## config.mk

```make
export PLATFORM = sky130hd
export DESIGN_NAME = eic_classifier
export DESIGN_NICKNAME = d
export VERILOG_FILES = /design/src/rtl/eic_pkg.sv /design/src/rtl/eic_match.sv /design/src/rtl/eic_resolve.sv /design/src/rtl/eic_outreg.sv /design/src/rtl/eic_classifier.sv
export SDC_FILE = /design/constraint.sdc
export NUM_CORES = 1
export LEC_CHECK = 0
export BUFFER_PORTS_ARGS = -buffer_cell sky130_fd_sc_hd__buf_4
export CAP_MARGIN = 20
export CELL_PAD_IN_SITES_DETAIL_PLACEMENT = 1
export CELL_PAD_IN_SITES_GLOBAL_PLACEMENT = 1
export CORE_MARGIN = 10
export CORE_UTILIZATION = 31
export DETAILED_ROUTE_END_ITERATION = 8
export GPL_TIMING_DRIVEN = 1
export PLACE_DENSITY = 0.86
export SETUP_SLACK_MARGIN = 0.02
export SYNTH_ARGS = -nofsm -noshare
export SYNTH_HDL_FRONTEND = slang
export SYNTH_HIERARCHICAL = 1
export SYNTH_SLANG_ARGS = --single-unit
```

## constraint.sdc

```tcl
create_clock -name clk -period 1.55 [get_ports clk]
set_input_delay 0.3875 -clock clk [delete_from_list [all_inputs] [get_ports clk]]
set_output_delay 0.3875 -clock clk [all_outputs]
set_load 0.01 [all_outputs]
```

## src/rtl/eic_pkg.sv

```systemverilog
package eic_pkg;

  localparam int CLS_W    = 4;
  localparam int CLS_ORD  = 0;
  localparam int CLS_TRAP = 1;
  localparam int CLS_BRK  = 2;
  localparam int CLS_UND  = 3;

  localparam int OP_W     = 8;
  localparam int NUM_UND  = 5;

  localparam logic [OP_W-1:0] OP_TRAP = 8'hDF;
  localparam logic [OP_W-1:0] OP_BRK  = 8'hBE;
  localparam logic [OP_W-1:0] OP_RESV = 8'hDE;

  localparam logic [3:0] BR_PREFIX   = 4'b1101;
  localparam logic [3:0] BR_COND_UND = 4'b1110;
  localparam logic [3:0] BR_COND_TRP = 4'b1111;

  typedef struct packed {
    logic [OP_W-1:0] mask;
    logic [OP_W-1:0] value;
  } op_pat_t;

  function automatic op_pat_t und_pattern(input int idx);
    op_pat_t p;
    case (idx)
      0:       begin p.mask = 8'hFF; p.value = 8'hB1; end
      1:       begin p.mask = 8'hFA; p.value = 8'hB2; end
      2:       begin p.mask = 8'hFC; p.value = 8'hB8; end
      3:       begin p.mask = 8'hFF; p.value = 8'hBF; end
      default: begin p.mask = 8'hFF; p.value = 8'hDE; end
    endcase
    return p;
  endfunction

endpackage

```

## src/rtl/eic_match.sv

```systemverilog
module eic_match
  import eic_pkg::*;
(
  input  logic [OP_W-1:0] op,
  output logic            trap_hit,
  output logic            brk_hit,
  output logic            und_hit,
  output logic            resv_hit
);

  logic [NUM_UND-1:0] und_vec;
  logic               is_branch;

  genvar gi;
  generate
    for (gi = 0; gi < NUM_UND; gi++) begin : g_und
      localparam op_pat_t PAT = und_pattern(gi);
      assign und_vec[gi] = ((op & PAT.mask) == PAT.value);
    end
  endgenerate

  assign is_branch = (op[OP_W-1 -: 4] == BR_PREFIX);

  always_comb begin
    trap_hit = (op == OP_TRAP) || (is_branch && op[3:0] == BR_COND_TRP);
    brk_hit  = (op == OP_BRK);
    und_hit  = (|und_vec) || (is_branch && op[3:0] == BR_COND_UND);
    resv_hit = (op == OP_RESV);
  end

endmodule

```

## src/rtl/eic_resolve.sv

```systemverilog
module eic_resolve
  import eic_pkg::*;
#(
  parameter int IMM_W = 8
) (
  input  logic             trap_hit,
  input  logic             brk_hit,
  input  logic             und_hit,
  input  logic             resv_hit,
  input  logic [IMM_W-1:0] imm,
  output logic [CLS_W-1:0] cls,
  output logic [IMM_W-1:0] payload,
  output logic             reserved
);

  always_comb begin
    cls      = '0;
    payload  = '0;
    reserved = 1'b0;
    if (brk_hit) begin
      cls[CLS_BRK] = 1'b1;
      payload      = imm;
    end else if (trap_hit) begin
      cls[CLS_TRAP] = 1'b1;
      payload       = imm;
    end else if (und_hit) begin
      cls[CLS_UND] = 1'b1;
      reserved     = resv_hit;
    end else begin
      cls[CLS_ORD] = 1'b1;
    end
  end

endmodule

```

## src/rtl/eic_outreg.sv

```systemverilog
module eic_outreg
  import eic_pkg::*;
#(
  parameter int IMM_W = 8
) (
  input  logic             clk,
  input  logic             rst,
  input  logic             d_valid,
  input  logic [CLS_W-1:0] d_cls,
  input  logic [IMM_W-1:0] d_payload,
  input  logic             d_reserved,
  output logic             q_valid,
  output logic [CLS_W-1:0] q_cls,
  output logic [IMM_W-1:0] q_payload,
  output logic             q_reserved
);

  always_ff @(posedge clk) begin
    if (rst) begin
      q_valid    <= 1'b0;
      q_cls      <= '0;
      q_payload  <= '0;
      q_reserved <= 1'b0;
    end else begin
      q_valid    <= d_valid;
      q_cls      <= d_valid ? d_cls : '0;
      q_payload  <= d_valid ? d_payload : '0;
      q_reserved <= d_valid & d_reserved;
    end
  end

  p_valid_delay_r2: assert property (@(posedge clk) disable iff (rst)
    d_valid |=> q_valid);
  p_idle_delay_r2: assert property (@(posedge clk) disable iff (rst)
    !d_valid |=> !q_valid);
  p_onehot_r2: assert property (@(posedge clk) disable iff (rst)
    q_valid |-> $countones(q_cls) == 1);
  p_idle_zero_r2: assert property (@(posedge clk) disable iff (rst)
    !q_valid |-> q_cls == '0);

endmodule

```

## src/rtl/eic_classifier.sv

```systemverilog
module eic_classifier
  import eic_pkg::*;
#(
  parameter int WORD_W = 16,
  parameter int IMM_W  = 8
) (
  input  logic              clk,
  input  logic              rst,
  input  logic              in_valid,
  input  logic [WORD_W-1:0] in_word,
  output logic              out_valid,
  output logic [CLS_W-1:0]  out_class,
  output logic [IMM_W-1:0]  out_payload,
  output logic              out_reserved
);

  localparam int OP_LSB = WORD_W - OP_W;

  logic             trap_hit, brk_hit, und_hit, resv_hit;
  logic [CLS_W-1:0] cls_c;
  logic [IMM_W-1:0] pay_c;
  logic             resv_c;

  eic_match u_match (
    .op       (in_word[WORD_W-1:OP_LSB]),
    .trap_hit (trap_hit),
    .brk_hit  (brk_hit),
    .und_hit  (und_hit),
    .resv_hit (resv_hit)
  );

  eic_resolve #(.IMM_W(IMM_W)) u_resolve (
    .trap_hit (trap_hit),
    .brk_hit  (brk_hit),
    .und_hit  (und_hit),
    .resv_hit (resv_hit),
    .imm      (in_word[IMM_W-1:0]),
    .cls      (cls_c),
    .payload  (pay_c),
    .reserved (resv_c)
  );

  eic_outreg #(.IMM_W(IMM_W)) u_outreg (
    .clk        (clk),
    .rst        (rst),
    .d_valid    (in_valid),
    .d_cls      (cls_c),
    .d_payload  (pay_c),
    .d_reserved (resv_c),
    .q_valid    (out_valid),
    .q_cls      (out_class),
    .q_payload  (out_payload),
    .q_reserved (out_reserved)
  );

  p_brk_r4: assert property (@(posedge clk) disable iff (rst)
    (in_valid && in_word[WORD_W-1:OP_LSB] == OP_BRK) |=>
      (out_class == 4'b0100 && out_payload == $past(in_word[IMM_W-1:0])));
  p_trap_r3: assert property (@(posedge clk) disable iff (rst)
    (in_valid && in_word[WORD_W-1:OP_LSB] == OP_TRAP) |=>
      (out_class == 4'b0010 && out_payload == $past(in_word[IMM_W-1:0])));
  p_resv_r6: assert property (@(posedge clk) disable iff (rst)
    out_reserved |-> (out_valid && out_class[CLS_UND]));
  p_payload_zero_r5: assert property (@(posedge clk) disable iff (rst)
    (out_class[CLS_UND] || out_class[CLS_ORD]) |-> out_payload == '0);

endmodule

```

# == Word level (Yosys, flattened, before mapping) ==
# Index checks and enable logic that the tools add are counted.
# classes
n_eq_ne,10
bitwise_logic,2
n_reduce_logical,8
muxes,9
# op_table
cell,count
$eq A8 B8 Y1 const B,5
$mux W8,2
$eq A4 B4 Y1 const B,3
$eq A6 B6 Y1 const B,2
$mux W1,7
$reduce_or A5 Y1,1
$reduce_or A4 Y1,1
$reduce_or A3 Y1,1
$logic_and A1 B1 Y1,2
$logic_or A1 B1 Y1,2
$reduce_or A2 Y1,1
$and A1 B1 Y1,1
$not A1 Y1,1
# totals
reg_bits,14
in_bits,19
wordCells,35

# == Longest topological paths before layout ==
# Gate-level depths: netlist of the first run.
# logic_depth
word_depth,7
depth_mapped,5
mapped_depth_nobuf,5

# == Hierarchy ==
# The synthesis of the first run kept the hierarchy.
# by_module_without_submodules
mod,area_per_inst_um2,cells_per_inst,instances
eic_outreg,419.2,30,1
eic_resolve,132.6,15,1
eic_match,93.8,11,1

# == Least setup slack after synthesis of the first run ==
# OpenSTA, ideal clock, no wires.
# synth_path
path_kind,input-to-reg
startpoint,input in_word[10]
endpoint,register u_outreg.q_reserved
path_slack_ps,152
n_path_buf,0
arrival_time_ps,1282
required_ps,1434
cell_stages,4
cell_sequence,nand3_1 > nor3_1 > and4bb_2 > and3b_1
# synth_via
elab_cells_between_ends,17
# synth_lines
element,line,rtl
"start, declared",eic_classifier.sv:10,"input logic [WORD_W-1:0] in_word,"
$eq A8 B8 Y1,eic_match.sv:26,brk_hit = (op == OP_BRK);
named net brk_hit,eic_classifier.sv:19,"logic trap_hit, brk_hit, und_hit, resv_hit;"
$mux W1,eic_resolve.sv:20,if (brk_hit) begin
named net resv_c,eic_classifier.sv:22,logic resv_c;
$and A1 B1 Y1,eic_outreg.sv:28,q_reserved <= d_valid & d_reserved;
"end signal, assigned",eic_outreg.sv:28,
"end, declared",eic_outreg.sv:15,output logic q_reserved
# The timed path passes the listed nets, and every way through them passes these cells.
# A chain may end at the register's enable or synchronous reset.

# == Final worst setup path of the first run ==
# layout_path
startpoint,input in_word[11]
endpoint,register u_outreg.q_payload[3]
# layout_via
elab_cells_between_ends,7
# layout_lines
element,line,rtl
$eq A8 B8 Y1,eic_match.sv:26,
named net brk_hit,eic_classifier.sv:19,
$mux W8,eic_resolve.sv:20,
named net pay_c[3],eic_classifier.sv:21,logic [IMM_W-1:0] pay_c;
"end signal, assigned",eic_outreg.sv:27,q_payload <= d_valid ? d_payload : '0;
"end, declared",eic_outreg.sv:14,"output logic [IMM_W-1:0] q_payload,"
# The timed path passes the listed nets, and every way through them passes these cells.

==> flow_summary.toml, run 1 <==
[clock_network]
cts_tree = "yes"
cts.sinks = 14
cts_resized = 0
clk_pin_slew_ns = 0.09
htreeDepth = 1
cts_made_buffers = 3
clk_root_buffer_cell = "clkbuf_4"
postCtsSetupBuffers = 0
cts_buffer_depth = 2
cts_hold_buf = 0

[drt]
routedWlPerCell_um = 15.6
drtIter0Drc = 10
drt-total-wl_mm = 1.85
vias = 544
route.detailed.drc = 0
drtAntennaViolNets = 0
first_pass_iters = 4
routed_via_density = 4.57

[cells_and_area]
drive_above_1_share = 0.500
finish.instance_area_um2 = 945
antenna_cells = 0
fill_cells = 236
final_common_cell = "buf_4"
fin_nets = 112
area_growth_pct = 46.3
final_cell_mix = "buf_4 (37), dfxtp_1 (14), and3b_1 (13), o21a_1 (8), clkbuf_4 (3)"

[worst_setup_path]
crit_chain = "buf_4, nand3_1, nor3_1, buf_4, o21a_1, and3b_1"
required_ns = 1.78
worst-path-buf-inv = 2
path_max_fanout = 8
end_kind = "flip-flop"
crit_top_cell = "buf_4"
start_kind = "input pin"
max_stage_delay_ns = 0.43
path_delay_family = "simple AND/OR/NAND/NOR gates"
path_class = "in2reg"
critPathArrivalTime_ns = 1.62
slowest_stage = "nor3_1"

[power]
power_frac_seq = 0.515
p_sw_mw = 0.152
powerDensity_nw_per_um2 = 748
p_int_mw = 0.554
p_leak_nw = 0.501
pwr-share-clk = 0.373
sw_frac_of_total = 0.216
p_total_mw = 0.707
p_comb_frac = 0.113
peakVddDrop_uv = 381

[grt]
overflow = 0
grt_pass1_wl_mm = 2.87
grt_start_max_net_pins = 15
track_usage = 0.0873
antenna_found_initial = 0
grt_pass1_vias = 603

[yosys]
yosysWarnings = 6
syn_area_um2 = 646
syn_inst = 56
yosys_register_bits = 14
yosysUniqueCellTypes = 20
syn_nets = 75
syn_avg_cell_area_um2 = 11.5
seq_area_frac_synth = 0.434

[sta]
fmax_mhz = 719
report.final.slew_viol_count = 0
hold_violations = 0
relSlewSlack = 0.706
rsz0062_at_grt = "no"
hold_ws_ns = 0.341
min_period_ns = 1.39
setup_slack_ns = 0.160
setup_viol = 0
fin_crit_sh = 0.897
fin_setup_tns_ns = 0
worst_pin_slew_ns = 0.438

[placement]
gp_congestion = 0.668
port_buffers = 32
placed_area_um2 = 908
dp_hpwl_mm = 1.58
pre_cts_ws_ns = -0.170

[die]
die_w_um = 65.6
fp-row-count = 16
fp.dieArea_um2 = 4310
initial_core_util = 0.329
ios = 33
die_h_um = 65.6
core_area_um2 = 1960

[hold_path]
hp-class = "in2reg"
hold_path_depth = 2
hold-path-endpoint = "u_outreg/q_valid"
min_from = "rst"

[run_status]
status = "finished clean"

[flow_run]
maxCapViolCount = 0
[how the worst max path moves through the flow]
| stage | startpoint | endpoint | depth (start not counted) |
|---|---|---|---|
| 4_1_cts | in_word[11] | u_outreg/q_payload[3] | 6 |
| 3_3_place_gp | in_word[14] | u_outreg/q_payload[0] | 6 |
| 5_1_grt | in_word[11] | u_outreg/q_payload[3] | 6 |
| 3_5_place_dp | in_word[11] | u_outreg/q_payload[3] | 6 |
| 2_1_floorplan | in_word[10] | u_outreg/q_reserved | 4 |
| 6_report | in_word[11] | u_outreg/q_payload[3] | 6 |
[registers in the layout, summed over array words and instances (netlist names)]
name / cells
u_outreg/q_valid: 1
u_outreg/q_cls: 4
u_outreg/q_reserved: 1
u_outreg/q_payload: 8
[power by group through the flow]
stage / Combinational, mW / Sequential [mW] / Clock, mW
6_report: 0.0795 / 0.364 / 0.263
3_5_place_dp: 0.0805 / 0.372 / 0
2_1_floorplan: 0.0263 / 0.374 / 0
4_1_cts: 0.0807 / 0.364 / 0.269
5_1_grt: 0.0865 / 0.364 / 0.292
3_3_place_gp: 0.0779 / 0.372 / 0
[area by class of cell]
| type | instances | area, um2 | share of cell area |
|---|---|---|---|
| Tap cell | 27 | 33.8 | 0.0358 |
| Sequential cell | 14 | 280 | 0.297 |
| Timing Repair Buffer | 37 | 278 | 0.294 |
| Inverter | 1 | 3.75 | 0.00397 |
| Multi-Input combinational cell | 36 | 313 | 0.331 |
| Clock buffer | 4 | 36.3 | 0.0384 |
[metrics by stage]
step                      utilization  cells
after floorplan                     -     56
after global placement          0.463    115
after detailed placement        0.463    115
after CTS                       0.482    119
after global routing            0.482    119
final                           0.482    119
[cell usage after synthesis]
library cell,n,area [um2]
nor3b_2,1,12.5
dfxtp_1,14,280
nand4b_4,1,23.8
and2b_1,1,7.51
nand4b_1,1,8.76
nand2b_1,1,6.26
buf_4,2,15.0
o21a_1,8,60.1
nor3_2,1,10.0
o21bai_1,1,7.51
nor3_1,2,10.0
inv_1,1,3.75
and4bb_2,1,12.5
and3b_1,13,114
nor3_4,1,16.3
nor2_1,1,3.75
nand3_1,1,5.00
nor2b_1,1,6.26
buf_6,3,33.8
a2bb2oi_1,1,8.76
[layer usage]
metal	routed length (um)	part of all wire	up-vias	GRT usage
met5	0	0	-	0
met4	39	0.021	0	0.0561
met3	75	0.040	4	0.0186
met2	1050	0.57	20	0.162
met1	690	0.37	249	0.0849
li1	-	-	271	-
[logic make-up after synthesis]
logic type | after synthesis | synth area share
AND/OR/NAND/NOR | 26 | 0.366
flip-flops | 14 | 0.434
AO/OA/AOI/OAI | 10 | 0.118
buffers and inverters | 6 | 0.0814
(Power assumes the default switching activity.)
==> inputs of run 2 (changes only) <==
--- a/config.mk
+++ b/config.mk
@@ -10,12 +10,11 @@
 export CELL_PAD_IN_SITES_DETAIL_PLACEMENT = 1
 export CELL_PAD_IN_SITES_GLOBAL_PLACEMENT = 1
 export CORE_MARGIN = 10
-export CORE_UTILIZATION = 31
+export CORE_UTILIZATION = 27
 export DETAILED_ROUTE_END_ITERATION = 8
 export GPL_TIMING_DRIVEN = 1
-export PLACE_DENSITY = 0.86
+export PLACE_DENSITY = 0.85
 export SETUP_SLACK_MARGIN = 0.02
 export SYNTH_ARGS = -nofsm -noshare
 export SYNTH_HDL_FRONTEND = slang
-export SYNTH_HIERARCHICAL = 1
 export SYNTH_SLANG_ARGS = --single-unit
==> run 2 against run 1 <==
Largest power group unchanged. Routed wire length is 22% lower. Cell area down 15%. Sequential power about the same. Synthesized area shrank 25%. Via count fell by 18%. Non-clock buffer count shrank 2. Clock power fell by 29%. Worst setup slack got worse by 0.035 ns. Sequential cell count unchanged. Core utilization fell by 1.6 points. First-iteration DRC count fell by 10%. Count of clock-buffer cells in the layout down 1.
==> flow_summary.toml, run 2 <==
[run_status]
status = "finished clean"

[clock_network]
clk_pin_slew_ns = 0.07
cts_resized = 0
cts.sinks = 14
postCtsSetupBuffers = 0
cts_made_buffers = 3
clk_root_buffer_cell = "clkbuf_4"
cts_hold_buf = 0
cts_tree = "yes"
htreeDepth = 1
cts_buffer_depth = 2

[cells_and_area]
antenna_cells = 0
largest_reg_flops = 8
fin_nets = 102
fill_cells = 208
final_cell_mix = "buf_4 (35), dfxtp_1 (14), and2_1 (8), nand2b_1 (3), clkbuf_4 (3)"
reg.largest.list = "u_outreg.q_payload (8), u_outreg.q_cls (4)"
top_register = "u_outreg.q_payload"
drive_above_1_share = 0.494
final_core_util = 0.465
area_growth_pct = 65.0
final_common_cell = "buf_4"

[grt]
grt_pass1_vias = 495
antenna_found_initial = 0
grt_pass1_wl_mm = 2.46
track_usage = 0.0761
overflow = 0
grt_start_max_net_pins = 9

[yosys]
syn_area_um2 = 487
synth_commonest_cells = "dfxtp_1 (14), and2_1 (8), nand2b_1 (3)"
syn_nets = 62
syn_avg_cell_area_um2 = 11.3
synth_top_area_cell = "dfxtp_1"
synth_edf_count = 0
synth_top_flop_cell = "dfxtp_1"
synthArstFlopShare = 0
syn_inst = 43
yosysUniqueCellTypes = 18
yosysWarnings = 0
seq_area_frac_synth = 0.576
yosys.cell_count.top_type = "dfxtp_1"
ys_top_cells_by_area = "dfxtp_1 (58%), and2_1 (10%), a2111oi_4 (5.7%)"
synth_top_area_share = 0.576
yosys_register_bits = 14

[drt]
routedWlPerCell_um = 13.7
drt-total-wl_mm = 1.46
route.detailed.drc = 0
first_pass_iters = 2
drtAntennaViolNets = 0
routed_via_density = 4.23
vias = 448
drtIter0Drc = 9

[die]
die_w_um = 62.5
die_h_um = 62.5
fp.dieArea_um2 = 3900
core_area_um2 = 1730
initial_core_util = 0.282
ios = 33
fp-row-count = 15

[hold_path]
hold_path_depth = 2
hp-class = "in2reg"

[sta]
fin_crit_sh = 0.920
fmax_mhz = 701
min_period_ns = 1.43
relSlewSlack = 0.697
setup_viol = 0
rsz0062_at_grt = "no"
report.final.slew_viol_count = 0
hold_violations = 0
worst_pin_slew_ns = 0.449
hold_ws_ns = 0.324

[flow_run]
maxCapViolCount = 0

[worst_setup_path]
path_max_fanout = 8
path_class = "in2reg"
slowest_stage = "a2111oi_4"
start_kind = "input pin"
end_kind = "flip-flop"
critPathArrivalTime_ns = 1.63
required_ns = 1.76
worst-path-stages = 4
path_delay_family = "simple AND/OR/NAND/NOR gates"
worst-path-buf-inv = 1
crit_chain = "buf_4, or3b_4, a2111oi_4, and2_1"
max_stage_delay_ns = 0.51

[power]
powerDensity_nw_per_um2 = 772
p_total_mw = 0.620
p_leak_nw = 0.369
peakVddDrop_uv = 341

[placement]
port_buffers = 32
gp_congestion = 0.746
dp_hpwl_mm = 1.33
## run 2: final timing paths
check | startpoint | to | slack, ns
max | in_word[14] | u_outreg.q_payload[1] | 0.12
min | in_word[3] | u_outreg.q_payload[3] | 0.32
## run 2: cells by family (layout without fill, tap and decap cells)
| kind of cell | after synthesis | after routing | share of synthesized area |
|---|---|---|---|
| compound gates | 4 | 4 | 0.100 |
| buf+inv | 2 | 40 | 0.0154 |
| flops | 14 | 14 | 0.576 |
| simple gates | 23 | 23 | 0.309 |
## run 2: where the power goes
part	internal, mW	leakage, nW	switching (mW)
Clock	0.0896	0.0138	0.0961
Sequential	0.363	0.113	0.000861
Combinational	0.0448	0.241	0.0263
Total	0.497	0.369	0.123
## run 2: layout make-up
cell class              count  area (um2)  area share
flip-flops and latches     14         280       0.349
multi-input cells          27         199       0.248
inverters                   2        7.51     0.00935
repair buffers             35         263       0.327
clock buffers               3        22.5      0.0280
well taps                  25        31.3      0.0389
## run 2: metrics by stage
step	area [um2]	cells	setup TNS (ns)	worst slack, ns
finish	803	106	0	0.124
global route	803	106	0	0.0392
CTS	803	106	0	0.112
detailed placement	781	103	-1.25	-0.164
global placement	781	103	-0.783	-0.106
floorplan	487	43	0	0.110
## run 2: routing by layer
metal,vias to the layer above,global-route usage,wire length [um]
li1,225,-,-
met1,196,0.0867,652
met2,27,0.124,678
met3,0,0.0376,125
met4,0,0.0168,0
met5,-,0,0
